**src/rtl/hzp_pkg.sv**
```systemverilog
package hzp_pkg;
  localparam int XLEN  = 16;
  localparam int RBITS = 4;
  localparam int NREGS = 1 << RBITS;

  typedef enum logic [1:0] {
    FW_RF    = 2'b00,
    FW_EXMEM = 2'b01,
    FW_MEMWB = 2'b10
  } fwd_sel_e;

  typedef struct packed {
    logic             valid;
    logic [RBITS-1:0] rs1;
    logic [RBITS-1:0] rs2;
    logic [RBITS-1:0] rd;
    logic             use1;
    logic             use2;
    logic             wen;
    logic             is_load;
    logic [XLEN-1:0]  imm;
  } instr_t;

  typedef struct packed {
    instr_t          ins;
    logic [XLEN-1:0] a;
    logic [XLEN-1:0] b;
  } ex_slot_t;

  typedef struct packed {
    instr_t          ins;
    logic [XLEN-1:0] res;
  } res_slot_t;
endpackage

```
**src/rtl/hz_regfile.sv**
```systemverilog
module hz_regfile #(
  parameter int XLEN  = 16,
  parameter int NREGS = 16,
  parameter int NRD   = 2,
  localparam int AW   = $clog2(NREGS)
) (
  input  logic                     clk,
  input  logic                     rst_n,
  input  logic                     we,
  input  logic [AW-1:0]            waddr,
  input  logic [XLEN-1:0]          wdata,
  input  logic [NRD-1:0][AW-1:0]   raddr,
  output logic [NRD-1:0][XLEN-1:0] rdata
);
  logic [XLEN-1:0] regs [NREGS];

  always_ff @(posedge clk or negedge rst_n) begin
    if (!rst_n) begin
      for (int i = 0; i < NREGS; i++) regs[i] <= XLEN'(i);
    end else if (we && waddr != '0) begin
      regs[waddr] <= wdata;
    end
  end

  // Read ports: zero register, then same-cycle writeback value, then storage.
  for (genvar p = 0; p < NRD; p++) begin : g_rd
    always_comb begin
      if (raddr[p] == '0)                  rdata[p] = '0;
      else if (we && waddr == raddr[p])    rdata[p] = wdata;
      else                                 rdata[p] = regs[raddr[p]];
    end
  end
endmodule

```
**src/rtl/hz_hazard.sv**
```systemverilog
module hz_hazard
  import hzp_pkg::*;
(
  input  logic     clk,
  input  logic     rst_n,
  input  logic     fwd_mode,
  input  instr_t   id_ins,
  input  instr_t   ex_ins,
  input  instr_t   mem_ins,
  input  instr_t   wb_ins,
  output logic     stall,
  output fwd_sel_e sel_a,
  output fwd_sel_e sel_b
);
  localparam int NOPND = 2;

  function automatic logic writes_reg(instr_t p, logic [RBITS-1:0] r);
    return p.valid && p.wen && (p.rd != '0) && (p.rd == r);
  endfunction

  logic [NOPND-1:0][RBITS-1:0] id_src, ex_src;
  logic [NOPND-1:0]            id_rd, ex_rd, haz;
  fwd_sel_e                    sel [NOPND];

  assign id_src[0] = id_ins.rs1;
  assign id_src[1] = id_ins.rs2;
  assign id_rd[0]  = id_ins.valid && id_ins.use1;
  assign id_rd[1]  = id_ins.valid && id_ins.use2;
  assign ex_src[0] = ex_ins.rs1;
  assign ex_src[1] = ex_ins.rs2;
  assign ex_rd[0]  = ex_ins.valid && ex_ins.use1;
  assign ex_rd[1]  = ex_ins.valid && ex_ins.use2;

  for (genvar k = 0; k < NOPND; k++) begin : g_opnd
    // Decode-side interlock per operand.
    assign haz[k] = !id_rd[k] ? 1'b0 :
                    fwd_mode  ? (ex_ins.is_load && writes_reg(ex_ins, id_src[k])) :
                                (writes_reg(ex_ins, id_src[k]) || writes_reg(mem_ins, id_src[k]));
    // Execute-side bypass select, younger stage first.
    assign sel[k] = (!fwd_mode || !ex_rd[k])      ? FW_RF    :
                    writes_reg(mem_ins, ex_src[k]) ? FW_EXMEM :
                    writes_reg(wb_ins, ex_src[k])  ? FW_MEMWB : FW_RF;
  end

  assign stall = |haz;
  assign sel_a = sel[0];
  assign sel_b = sel[1];


  fwd_load_only_chk: assert property (@(posedge clk) disable iff (!rst_n)
    (fwd_mode && stall) |-> (ex_ins.valid && ex_ins.is_load));
endmodule

```
**src/rtl/hz_exec.sv**
```systemverilog
module hz_exec
  import hzp_pkg::*;
(
  input  instr_t          ins,
  input  logic [XLEN-1:0] rf_a,
  input  logic [XLEN-1:0] rf_b,
  input  logic [XLEN-1:0] exmem_val,
  input  logic [XLEN-1:0] memwb_val,
  input  fwd_sel_e        sel_a,
  input  fwd_sel_e        sel_b,
  output logic [XLEN-1:0] result
);
  function automatic logic [XLEN-1:0] pick(fwd_sel_e s, logic [XLEN-1:0] rf,
                                           logic [XLEN-1:0] em, logic [XLEN-1:0] mw);
    case (s)
      FW_EXMEM: return em;
      FW_MEMWB: return mw;
      default:  return rf;
    endcase
  endfunction

  logic [XLEN-1:0] opa, opb;

  always_comb begin
    opa    = ins.use1 ? pick(sel_a, rf_a, exmem_val, memwb_val) : '0;
    opb    = ins.use2 ? pick(sel_b, rf_b, exmem_val, memwb_val) : ins.imm;
    result = opa + opb;
  end
endmodule

```
**src/rtl/hazard_bypass_pipe.sv**
```systemverilog
module hazard_bypass_pipe
  import hzp_pkg::*;
(
  input  logic             clk,
  input  logic             rst_n,
  input  logic             fwd_mode,
  input  logic             in_valid,
  output logic             in_ready,
  input  logic [RBITS-1:0] in_rs1,
  input  logic [RBITS-1:0] in_rs2,
  input  logic [RBITS-1:0] in_rd,
  input  logic             in_use1,
  input  logic             in_use2,
  input  logic             in_wen,
  input  logic             in_load,
  input  logic [XLEN-1:0]  in_imm,
  output logic             stall_if,
  output logic             stall_id,
  output logic             bubble_ex,
  output logic [1:0]       fwd_sel_a,
  output logic [1:0]       fwd_sel_b,
  output logic             wb_valid,
  output logic [RBITS-1:0] wb_rd,
  output logic [XLEN-1:0]  wb_data
);
  instr_t    in_ins, id_q;
  ex_slot_t  ex_q;
  res_slot_t mem_q, wb_q;

  logic                      stall;
  fwd_sel_e                  sel_a, sel_b;
  logic [1:0][RBITS-1:0]     rf_addr;
  logic [1:0][XLEN-1:0]      rf_data;
  logic [XLEN-1:0]           ex_res, mem_out;

  always_comb begin
    in_ins.valid   = in_valid;
    in_ins.rs1     = in_rs1;
    in_ins.rs2     = in_rs2;
    in_ins.rd      = in_rd;
    in_ins.use1    = in_use1;
    in_ins.use2    = in_use2;
    in_ins.wen     = in_wen;
    in_ins.is_load = in_load;
    in_ins.imm     = in_imm;
  end

  assign rf_addr[0] = id_q.rs1;
  assign rf_addr[1] = id_q.rs2;

  hz_regfile #(.XLEN(XLEN), .NREGS(NREGS), .NRD(2)) u_rf (
    .clk   (clk),
    .rst_n (rst_n),
    .we    (wb_q.ins.valid && wb_q.ins.wen),
    .waddr (wb_q.ins.rd),
    .wdata (wb_q.res),
    .raddr (rf_addr),
    .rdata (rf_data)
  );

  hz_hazard u_hz (
    .clk      (clk),
    .rst_n    (rst_n),
    .fwd_mode (fwd_mode),
    .id_ins   (id_q),
    .ex_ins   (ex_q.ins),
    .mem_ins  (mem_q.ins),
    .wb_ins   (wb_q.ins),
    .stall    (stall),
    .sel_a    (sel_a),
    .sel_b    (sel_b)
  );

  hz_exec u_ex (
    .ins       (ex_q.ins),
    .rf_a      (ex_q.a),
    .rf_b      (ex_q.b),
    .exmem_val (mem_q.res),
    .memwb_val (wb_q.res),
    .sel_a     (sel_a),
    .sel_b     (sel_b),
    .result    (ex_res)
  );

  // Memory stage: a load returns the inverse of its effective address.
  assign mem_out = mem_q.ins.is_load ? ~mem_q.res : mem_q.res;

  always_ff @(posedge clk or negedge rst_n) begin
    if (!rst_n) begin
      id_q  <= '0;
      ex_q  <= '0;
      mem_q <= '0;
      wb_q  <= '0;
    end else begin
      wb_q.ins  <= mem_q.ins;
      wb_q.res  <= mem_out;
      mem_q.ins <= ex_q.ins;
      mem_q.res <= ex_res;
      if (stall) begin
        ex_q <= '0;
      end else begin
        ex_q.ins <= id_q;
        ex_q.a   <= rf_data[0];
        ex_q.b   <= rf_data[1];
        id_q     <= in_ins;
      end
    end
  end

  assign in_ready  = !stall;
  assign stall_if  = stall;
  assign stall_id  = stall;
  assign bubble_ex = stall;
  assign fwd_sel_a = sel_a;
  assign fwd_sel_b = sel_b;
  assign wb_valid  = wb_q.ins.valid;
  assign wb_rd     = wb_q.ins.rd;
  assign wb_data   = wb_q.res;


  stall_hold_chk: assert property (@(posedge clk) disable iff (!rst_n)
    stall |=> $stable(id_q));

  bubble_chk: assert property (@(posedge clk) disable iff (!rst_n)
    stall |=> !ex_q.ins.valid);

  nofwd_sel_chk: assert property (@(posedge clk) disable iff (!rst_n)
    !fwd_mode |-> (sel_a == FW_RF && sel_b == FW_RF));

  exmem_src_chk: assert property (@(posedge clk) disable iff (!rst_n)
    (sel_a == FW_EXMEM || sel_b == FW_EXMEM) |-> !mem_q.ins.is_load);

  zero_fwd_chk: assert property (@(posedge clk) disable iff (!rst_n)
    ((sel_a != FW_RF) |-> (ex_q.ins.rs1 != '0)) and ((sel_b != FW_RF) |-> (ex_q.ins.rs2 != '0)));
endmodule

```
**config.mk**
```make
export PLATFORM = sky130hd
export DESIGN_NAME = hazard_bypass_pipe
export DESIGN_NICKNAME = d
export VERILOG_FILES = /design/src/rtl/hzp_pkg.sv /design/src/rtl/hz_regfile.sv /design/src/rtl/hz_hazard.sv /design/src/rtl/hz_exec.sv /design/src/rtl/hazard_bypass_pipe.sv
export SDC_FILE = /design/constraint.sdc
export NUM_CORES = 1
export LEC_CHECK = 0
export ABC_AREA = 1
export ABC_CLOCK_PERIOD_IN_PS = 3600
export BUFFER_PORTS_ARGS = -buffer_cell sky130_fd_sc_hd__buf_2
export CORE_ASPECT_RATIO = 0.5
export CORE_MARGIN = 8
export CORE_UTILIZATION = 40
export CTS_BUF_LIST = sky130_fd_sc_hd__clkbuf_4
export DETAILED_ROUTE_END_ITERATION = 10
export GPL_ROUTABILITY_DRIVEN = 0
export SLEW_MARGIN = 10
export SYNTH_ARGS = -nofsm -noshare
export SYNTH_HDL_FRONTEND = slang
export SYNTH_HIERARCHICAL = 1
export SYNTH_SLANG_ARGS = --single-unit
```
**constraint.sdc**
```tcl
create_clock -name clk -period 3.6 [get_ports clk]
set_input_delay 0.72 -clock clk [delete_from_list [all_inputs] [get_ports clk]]
set_output_delay 0.72 -clock clk [all_outputs]
set_load 0.005 [all_outputs]
```
==> impl_summary.txt, run 1 <==
----------------------------------------------------
[STA]
  Slew at the pin closest to its max-slew limit ... 0.9373 ns
  Total count of hold-check failures in the final report ... 0
  Highest achievable clock rate ... 0.3015 GHz
  Final critical-path required period ... 3.316 ns
  Hold_ws ... 0.3701 ns
  Slew margin rel. ... 37.51%
  Post-route fraction of the period consumed by the critical path ... 92.12%
  Pins over their slew limit ... 0
  Clock skew ... 0.04775 ns
  Final setup vio count ... 0

[Floorplan]
  Initial Utilization ... 40.28%
  Full die area ... 65890 µm²
  Ports placed on the boundary ... 65
  Horizontal extent of the die ... 355.1 µm
  Cell Rows ... 62
  Vert. Die Dim ... 185.6 µm
  Core Area ... 57090 µm²

[GRT]
  Total GRT Usage ... 21.99%
  Vias in the first global route ... 20662
  Antenna violations before repair ... 4
  Pin count of the biggest net entering global routing ... 131
  Total overflow reported by the global router ... 0
  First-pass GRT wire length ... 115500 µm

[Placed design]
  Cell count after placement ... 3974
  Cell Area, Placed ... 23560 µm²
  # port buffers ... 64
  Final HPWL from detailed placement ... 43850 µm

[Detailed routing]
  Pre-antenna DRT Iters ... 6
  Detailed router's first-iteration violation count ... 2285
  Final ANT Viol Nets ... 0
  Aggregate routed wire length ... 73050 µm
  Vias per inst ... 5.117
  Residual DRC count ... 0
  Final routed wire length divided by cell count ... 17.42 µm
  Total vias in the final route ... 21454

[Layout]
  Layout filler cell count ... 5913
  Layout cells sized above 1 ... 11.63%
  Final standard cell area without fillers ... 25220 µm²
  Final-stage net count ... 3401
  FF+latch area ... 10040 µm²
  Relative area change from synthesis to final layout ... 9.679%
  Post-layout instance count excluding filler cells ... 4193
  Combined area of the multi-input logic cells ... 10270 µm²
  Core utilization of the finished layout ... 44.18%

[Synthesis]
  Netlist area before placement ... 23000 µm²
  Count of mapped cells out of synthesis ... 3333
  Per-instance average area after synthesis ... 6.900 µm²
  Syn nets ... 3389
  Synthesis Warnings ... 6

[Power and ir drop]
  Leakage power ... 0.01317 µW
  Power, Total ... 14410 µW
  Pwr dens ... 571.2 nW/µm²
  Highest ir drop seen on vdd ... 0.0002435 V

[CTS]
  CTS Buf Count ... 101
  CTS tree ... done
  Root buf cell ... clkbuf_4
  Sinks on the clock net ... 399
  Clock Latency Late Sink ... 0.89 ns
  CTS H-tree depth ... 3
  Maximum buffer depth of the clock tree ... 3
  Clk pin slew, worst setup/hold paths ... 0.07 ns

[Worst setup path]
  Maximum fanout along the worst path ... 26
  Crit path capture type ... flop
  Critical setup path kind ... flop to flop
  Crit path arrival time ... 4.06 ns
  Required time at the endpoint of the critical path ... 4.34 ns
  Kind of launch point of the worst setup path ... flop

[Job]
  Max-cap check violation count ... 0

[Min path]
  Worst min-delay path category ... primary input to flop

[Status]
  Run status ... finished, final reports clean

----------------------------------------------------
==> layer usage <==
layer / global-route usage [%] / wire length [µm] / share of wire, % / up-vias
met4: 9.676 / 2697 / 3.7 / 2
li1: - / - / - / 10395
met2: 32.71 / 30370 / 42 / 947
met5: 0 / 18 / 0.025 / -
met3: 5.017 / 6744 / 9.2 / 187
met1: 30.60 / 33220 / 45 / 9923
==> registers in the layout, indices dropped and copies added, names as in the netlist <==
signal	flops
u_rf/regs	256
ex_q	65
id_q	33
mem_q	23
wb_data	16
wb_rd	4
wb_q	1
wb_valid	1
==> metrics by stage <==
stage / setup slack, ns / TNS, ns
floorplan: 0.3950 / 0
global placement: 0.1204 / 0
detailed placement: 0.08928 / 0
CTS: 0.05170 / 0
global route: -0.001316 / -0.001316
finish: 0.2837 / 0
==> critical path, stage by stage, from the launching register on <==
cell     delay, ns
dfrtp_2       0.46
xnor2_1       0.17
nand2_1       0.08
nor2_1        0.14
nand2_2       0.08
nor2_1        0.14
buf_4         0.14
inv_1         0.04
ha_1          0.30
inv_2         0.12
buf_12        0.17
nand3_1       0.09
o21ai_1       0.10
a21oi_1       0.09
ha_1          0.36
nand2_1       0.12
nand2_1       0.05
a21oi_1       0.16
nand2_2       0.12
nand2_1       0.11
nand2_1       0.06
nand2_1       0.06
nand2_1       0.04
==> report_power, final <==
part	internal (µW)	switching, µW
clock	1940	1990
combinational	1360	2540
sequential	5670	912
==> worst paths after layout <==
kind | depth (start not counted) | from | slack (ns) | to
setup / recovery | 22 | mem_q[36]$_DFF_PN0_ | 0.28 | mem_q[14]$_DFF_PN0_
hold reg to reg | 0 | u_rf/regs[250]$_DFFE_PN0P_ | 0.38 | u_rf/regs[250]$_DFFE_PN0P_
hold / removal | 6 | fwd_mode | 0.37 | id_q[17]$_DFFE_PN0N_
max in group asynchronous | 3 | rst_n | 2.36 | u_rf/regs[229]$_DFFE_PN0P_
setup reg to reg | 22 | mem_q[36]$_DFF_PN0_ | 0.28 | mem_q[14]$_DFF_PN0_
min in group asynchronous | 2 | rst_n | 0.42 | ex_q[57]$_DFF_PN0_
==> area by class of cell <==
class                      instances  share of cell area [%]
sequential                       399                   39.80
clock inverter                    34                  0.6548
clock buffer                     147                   4.375
inverter                         367                   5.511
tap                              768                   3.810
timing repair buffer             155                   5.129
antenna                            2                 0.01984
multi-input combinational       2321                   40.70
==> placed cells by master (no fill, tap or decap), types with 4 or more instances in the layout <==
| master | count |
|---|---|
| nand2_1 | 1156 |
| nand3_1 | 394 |
| dfrtp_1 | 359 |
| inv_1 | 340 |
| nor2_1 | 313 |
| clkbuf_4 | 147 |
| o21ai_0 | 128 |
| a21oi_1 | 116 |
| o21ai_1 | 102 |
| buf_2 | 63 |
| buf_4 | 42 |
| dlygate4sd3_1 | 34 |
| dfstp_2 | 32 |
| clkinv_1 | 27 |
| inv_2 | 23 |
| xnor2_1 | 21 |
| nand2_2 | 18 |
| ha_1 | 17 |
| buf_12 | 14 |
| nor2_2 | 8 |
| o21ai_2 | 8 |
| xor2_1 | 7 |
| dfrtp_2 | 6 |
| clkinv_2 | 5 |
| nand3_2 | 4 |
| nor3_4 | 4 |
==> timing repair <==
item / CTS / global route
hold endpoints to repair: 74 / 0
setup buffers: 0 / 2
pin swaps: 0 / 1
hold buffers: 34 / 0
resized for setup: 1 / 9
setup endpoints to repair: 1 / 10
Note: power is estimated with default switching activity, not from simulation.
==> run 2: changes to the inputs <==
--- a/config.mk
+++ b/config.mk
@@ -17,5 +17,4 @@
 export SLEW_MARGIN = 10
 export SYNTH_ARGS = -nofsm -noshare
 export SYNTH_HDL_FRONTEND = slang
-export SYNTH_HIERARCHICAL = 1
 export SYNTH_SLANG_ARGS = --single-unit
==> impl_summary.txt, run 2 <==
----------------------------------------------------
[STA]
  Total count of hold-check failures in the final report ... 0 (unchanged)
  Slew margin rel. ... 27.90% (-9.6 points)
  Slew at the pin closest to its max-slew limit ... 1.082 ns (+0.1442 ns)
  Final setup vio count ... 0 (unchanged)
  Pins over their slew limit ... 0 (unchanged)
  Unrepaired setup endpoints after global routing ... no
  Final critical-path required period ... 3.381 ns (+0.06464 ns)
  Final TNS setup ... 0 ns (unchanged)
  Post-route fraction of the period consumed by the critical path ... 93.92% (+1.8 points)
  Clock skew ... 0.05440 ns (+0.006654 ns)
  Highest achievable clock rate ... 0.2958 GHz (-1.9%)

[Worst setup path]
  Maximum fanout along the worst path ... 5 (-81%)
  Required time at the endpoint of the critical path ... 4.36 ns (+0.02 ns)
  Cell chain of the critical path ... buf_4 > xnor2_1 > nand2_1 > nor3_2 > inv_1 > nand2_1 > inv_1 > ha_1 > inv_1 > buf_4 > o211ai_1 > o21ai_0 > a21oi_1 > ha_1 > a21oi_1 > o21ai_2 > nand2_1 > nand2_1 > a21oi_1 > xor2_1
  Slowest cell delay on critical path ... 0.44 ns (-0.02 ns)
  CP startpoint ... mem_q[36]$_DFF_PN0_
  R2r setup slk ... 0.22 ns (-0.06 ns)
  Standard cell with the maximum stage delay on the critical path ... dfrtp_2
  Dominant cell type by count on the critical path ... nand2_1
  Kind of launch point of the worst setup path ... flop
  Crit path capture type ... flop
  R2r endpoint ... mem_q[8]$_DFF_PN0_
  Crit path arrival time ... 4.14 ns (+0.08 ns)
  Critical setup path kind ... flop to flop
  Cell depth of the worst flop-to-flop path ... 20 (-9.1%)
  Reg-to-reg critical path startpoint ... mem_q[36]$_DFF_PN0_

[Power and ir drop]
  Highest ir drop seen on vdd ... 0.0002375 V (-2.5%)
  Leakage power ... 0.01259 µW (-4.4%)
  Pwr dens ... 616.7 nW/µm² (+8.0%)

[Synthesis]
  Seq cells post-synth ... 399
  Most repeated cell in the gate-level netlist after synthesis ... nand2_1
  Async set-reset flop share out of synthesis ... 100.0%
  Leading cell types by total area after synthesis ... dfrtp_1, nand2_1, nand3_1
  Fraction of post-synthesis cell area in the top cell type by area ... 41.44%
  Most instantiated flip-flop cell in the synthesis netlist ... dfrtp_1
  Cell taking the most area after synthesis ... dfrtp_1
  Number of enable-type register cells in the synthesized netlist ... 0
  Share of synthesized area occupied by flip-flops and latches ... 45.24%
  Netlist area before placement ... 22160 µm² (-3.6%)
  Top cells by instance count after synthesis ... nand2_1, nand3_1, dfrtp_1
  Syn nets ... 3165 (-6.6%)
  Number of distinct library cell variants in the gate-level netlist after synthesis ... 41
  Count of mapped cells out of synthesis ... 3109 (-6.7%)
  Per-instance average area after synthesis ... 7.128 µm² (+3.3%)
  Synthesis Warnings ... 0 (-6)

[CTS]
  Sinks on the clock net ... 399 (unchanged)
  CTS Buf Count ... 99 (-2.0%)
  Clock Latency Late Sink ... 0.86 ns (-0.03 ns)
  Root buf cell ... clkbuf_4
  CTS H-tree depth ... 3 (unchanged)
  CTS tree ... done
  Maximum buffer depth of the clock tree ... 3 (unchanged)
  Clk pin slew, worst setup/hold paths ... 0.07 ns (about the same)

[Layout]
  Relative area change from synthesis to final layout ... 10.59%
  Commonest non-fill, non-tap cell in the layout ... nand2_1
  Number of flip-flops in the largest register ... 256 (unchanged)
  Commonest cells after routing, fill and taps aside ... nand2_1, nand3_1, dfrtp_1, inv_1, o21ai_0
  Register with the highest flop count ... u_rf.regs
  Final-stage net count ... 3180 (-6.5%)
  Registers with the most flip-flops ... u_rf.regs (256), ex_q (65), id_q (33)
  Post-layout instance count excluding filler cells ... 3964 (-5.5%)
  Layout cells sized above 1 ... 11.99% (+0.37 points)
  Core utilization of the finished layout ... 44.41% (+0.23 points)

[Placed design]
  Final HPWL from detailed placement ... 44390 µm (+1.2%)
  # port buffers ... 64 (unchanged)
  Cell count after placement ... 3773 (-5.1%)

[Min path]
  Worst min-delay path category ... primary input to flop
  Number of instances on the worst hold path ... 3 (-3)
  Hold endpoint ... id_q[6]$_DFFE_PN0P_
  Hold path startpoint ... in_imm[6]

[Detailed routing]
  Vias per inst ... 5.271 (+3.0%)
  Final routed wire length divided by cell count ... 18.67 µm (+7.2%)
  Final ANT Viol Nets ... 0 (unchanged)
  Residual DRC count ... 0 (unchanged)
  Total vias in the final route ... 20894 (-2.6%)
  Pre-antenna DRT Iters ... 6 (unchanged)
  Aggregate routed wire length ... 74020 µm (+1.3%)
  Detailed router's first-iteration violation count ... 2246 (-1.7%)

[Status]
  Run status ... finished, final reports clean

[Floorplan]
  Horizontal extent of the die ... 348.9 µm (-1.8%)
  Full die area ... 63650 µm² (-3.4%)
  Ports placed on the boundary ... 65 (unchanged)
  Initial Utilization ... 40.16% (-0.12 points)
  Core Area ... 55180 µm² (-3.4%)
  Cell Rows ... 61 (-1.6%)
  Vert. Die Dim ... 182.4 µm (-1.7%)

[GRT]
  First-pass GRT wire length ... 115400 µm (about the same)
  Pin count of the biggest net entering global routing ... 131 (unchanged)
  Total GRT Usage ... 22.95% (+0.95 points)
  Antenna violations before repair ... 3 (-1)
  Total overflow reported by the global router ... 0 (unchanged)
  Vias in the first global route ... 20125 (-2.6%)

[Job]
  Max-cap check violation count ... 0 (unchanged)

----------------------------------------------------
## run 2: worst max-delay path, delay by kind of cell (launching register included)
kind / cells / cell delay [ns]
adders and majority gates: 2 / 0.64
xor gates and xnor gates: 2 / 0.30
and+or+nand+nor: 5 / 0.52
AOI/OAI and AO/OA: 6 / 0.90
buffers and inverters: 5 / 0.51
DFF: 1 / 0.44
## run 2: worst max path at each step
stage	end	depth (start not counted)
CTS	stall_if	9
floorplan	mem_q[14]$_DFF_PN0_	20
global placement	mem_q[14]$_DFF_PN0_	19
detailed placement	mem_q[14]$_DFF_PN0_	19
finish	mem_q[8]$_DFF_PN0_	20
global route	mem_q[8]$_DFF_PN0_	20
## run 2: timing repair
action,4_1_cts,5_1_grt
buffers inserted,1,4
hold buffers,1,0
pin swaps,0,1
resized for setup,0,17
setup endpoints to repair,3,14
hold endpoints to repair,78,0
## run 2: cell families after synthesis
| kind of cell | share of synthesized area [%] |
|---|---|
| XOR/XNOR | 1.779 |
| adder cells (fa/ha/maj) | 1.163 |
| buffers and inverters | 10.99 |
| flip-flops | 45.24 |
| AO/OA/AOI/OAI | 9.553 |
| AND/OR/NAND/NOR | 31.28 |
## run 2: cell type report
cell class / instances / area, µm²
diodes: 6 / 15.01
clock buffers: 157 / 1179
clock inverters: 22 / 113.9
fillers: 5676 / 30670
inverters: 363 / 1373
multi-input cells: 2113 / 9758
flip-flops and latches: 399 / 10040
well taps: 756 / 945.9
repair buffers: 148 / 1084
## run 2: through the flow
| step | instance area (µm²) | setup slack [ns] | hold WS, ns | power (µW) |
|---|---|---|---|---|
| floorplan | 22170 | 0.02145 | 0.3487 | 9618 |
| global placement | 23080 | 0.02017 | 0.3646 | 11010 |
| detailed placement | 23080 | 0.02074 | 0.3644 | 11110 |
| CTS | 24400 | 0.03048 | 0.01954 | 15130 |
| global route | 24500 | 0.004603 | -0.01521 | 16270 |
| finish | 24510 | 0.2190 | 0.06555 | 15110 |
## run 2: routing by layer
layer	global-route usage [%]	vias to the layer above	wire (µm)
met5	0	-	20
met4	9.103	2	2421
met3	6.144	182	7180
met2	34.60	900	31840
met1	31.28	9873	32550
li1	-	9937	-
## run 2: report_power, final
| part | internal, µW | total [µW] | switching (µW) |
|---|---|---|---|
| registers | 5860 | 6850 | 992 |
| clock network | 2040 | 3970 | 1930 |
| logic | 1450 | 4290 | 2850 |
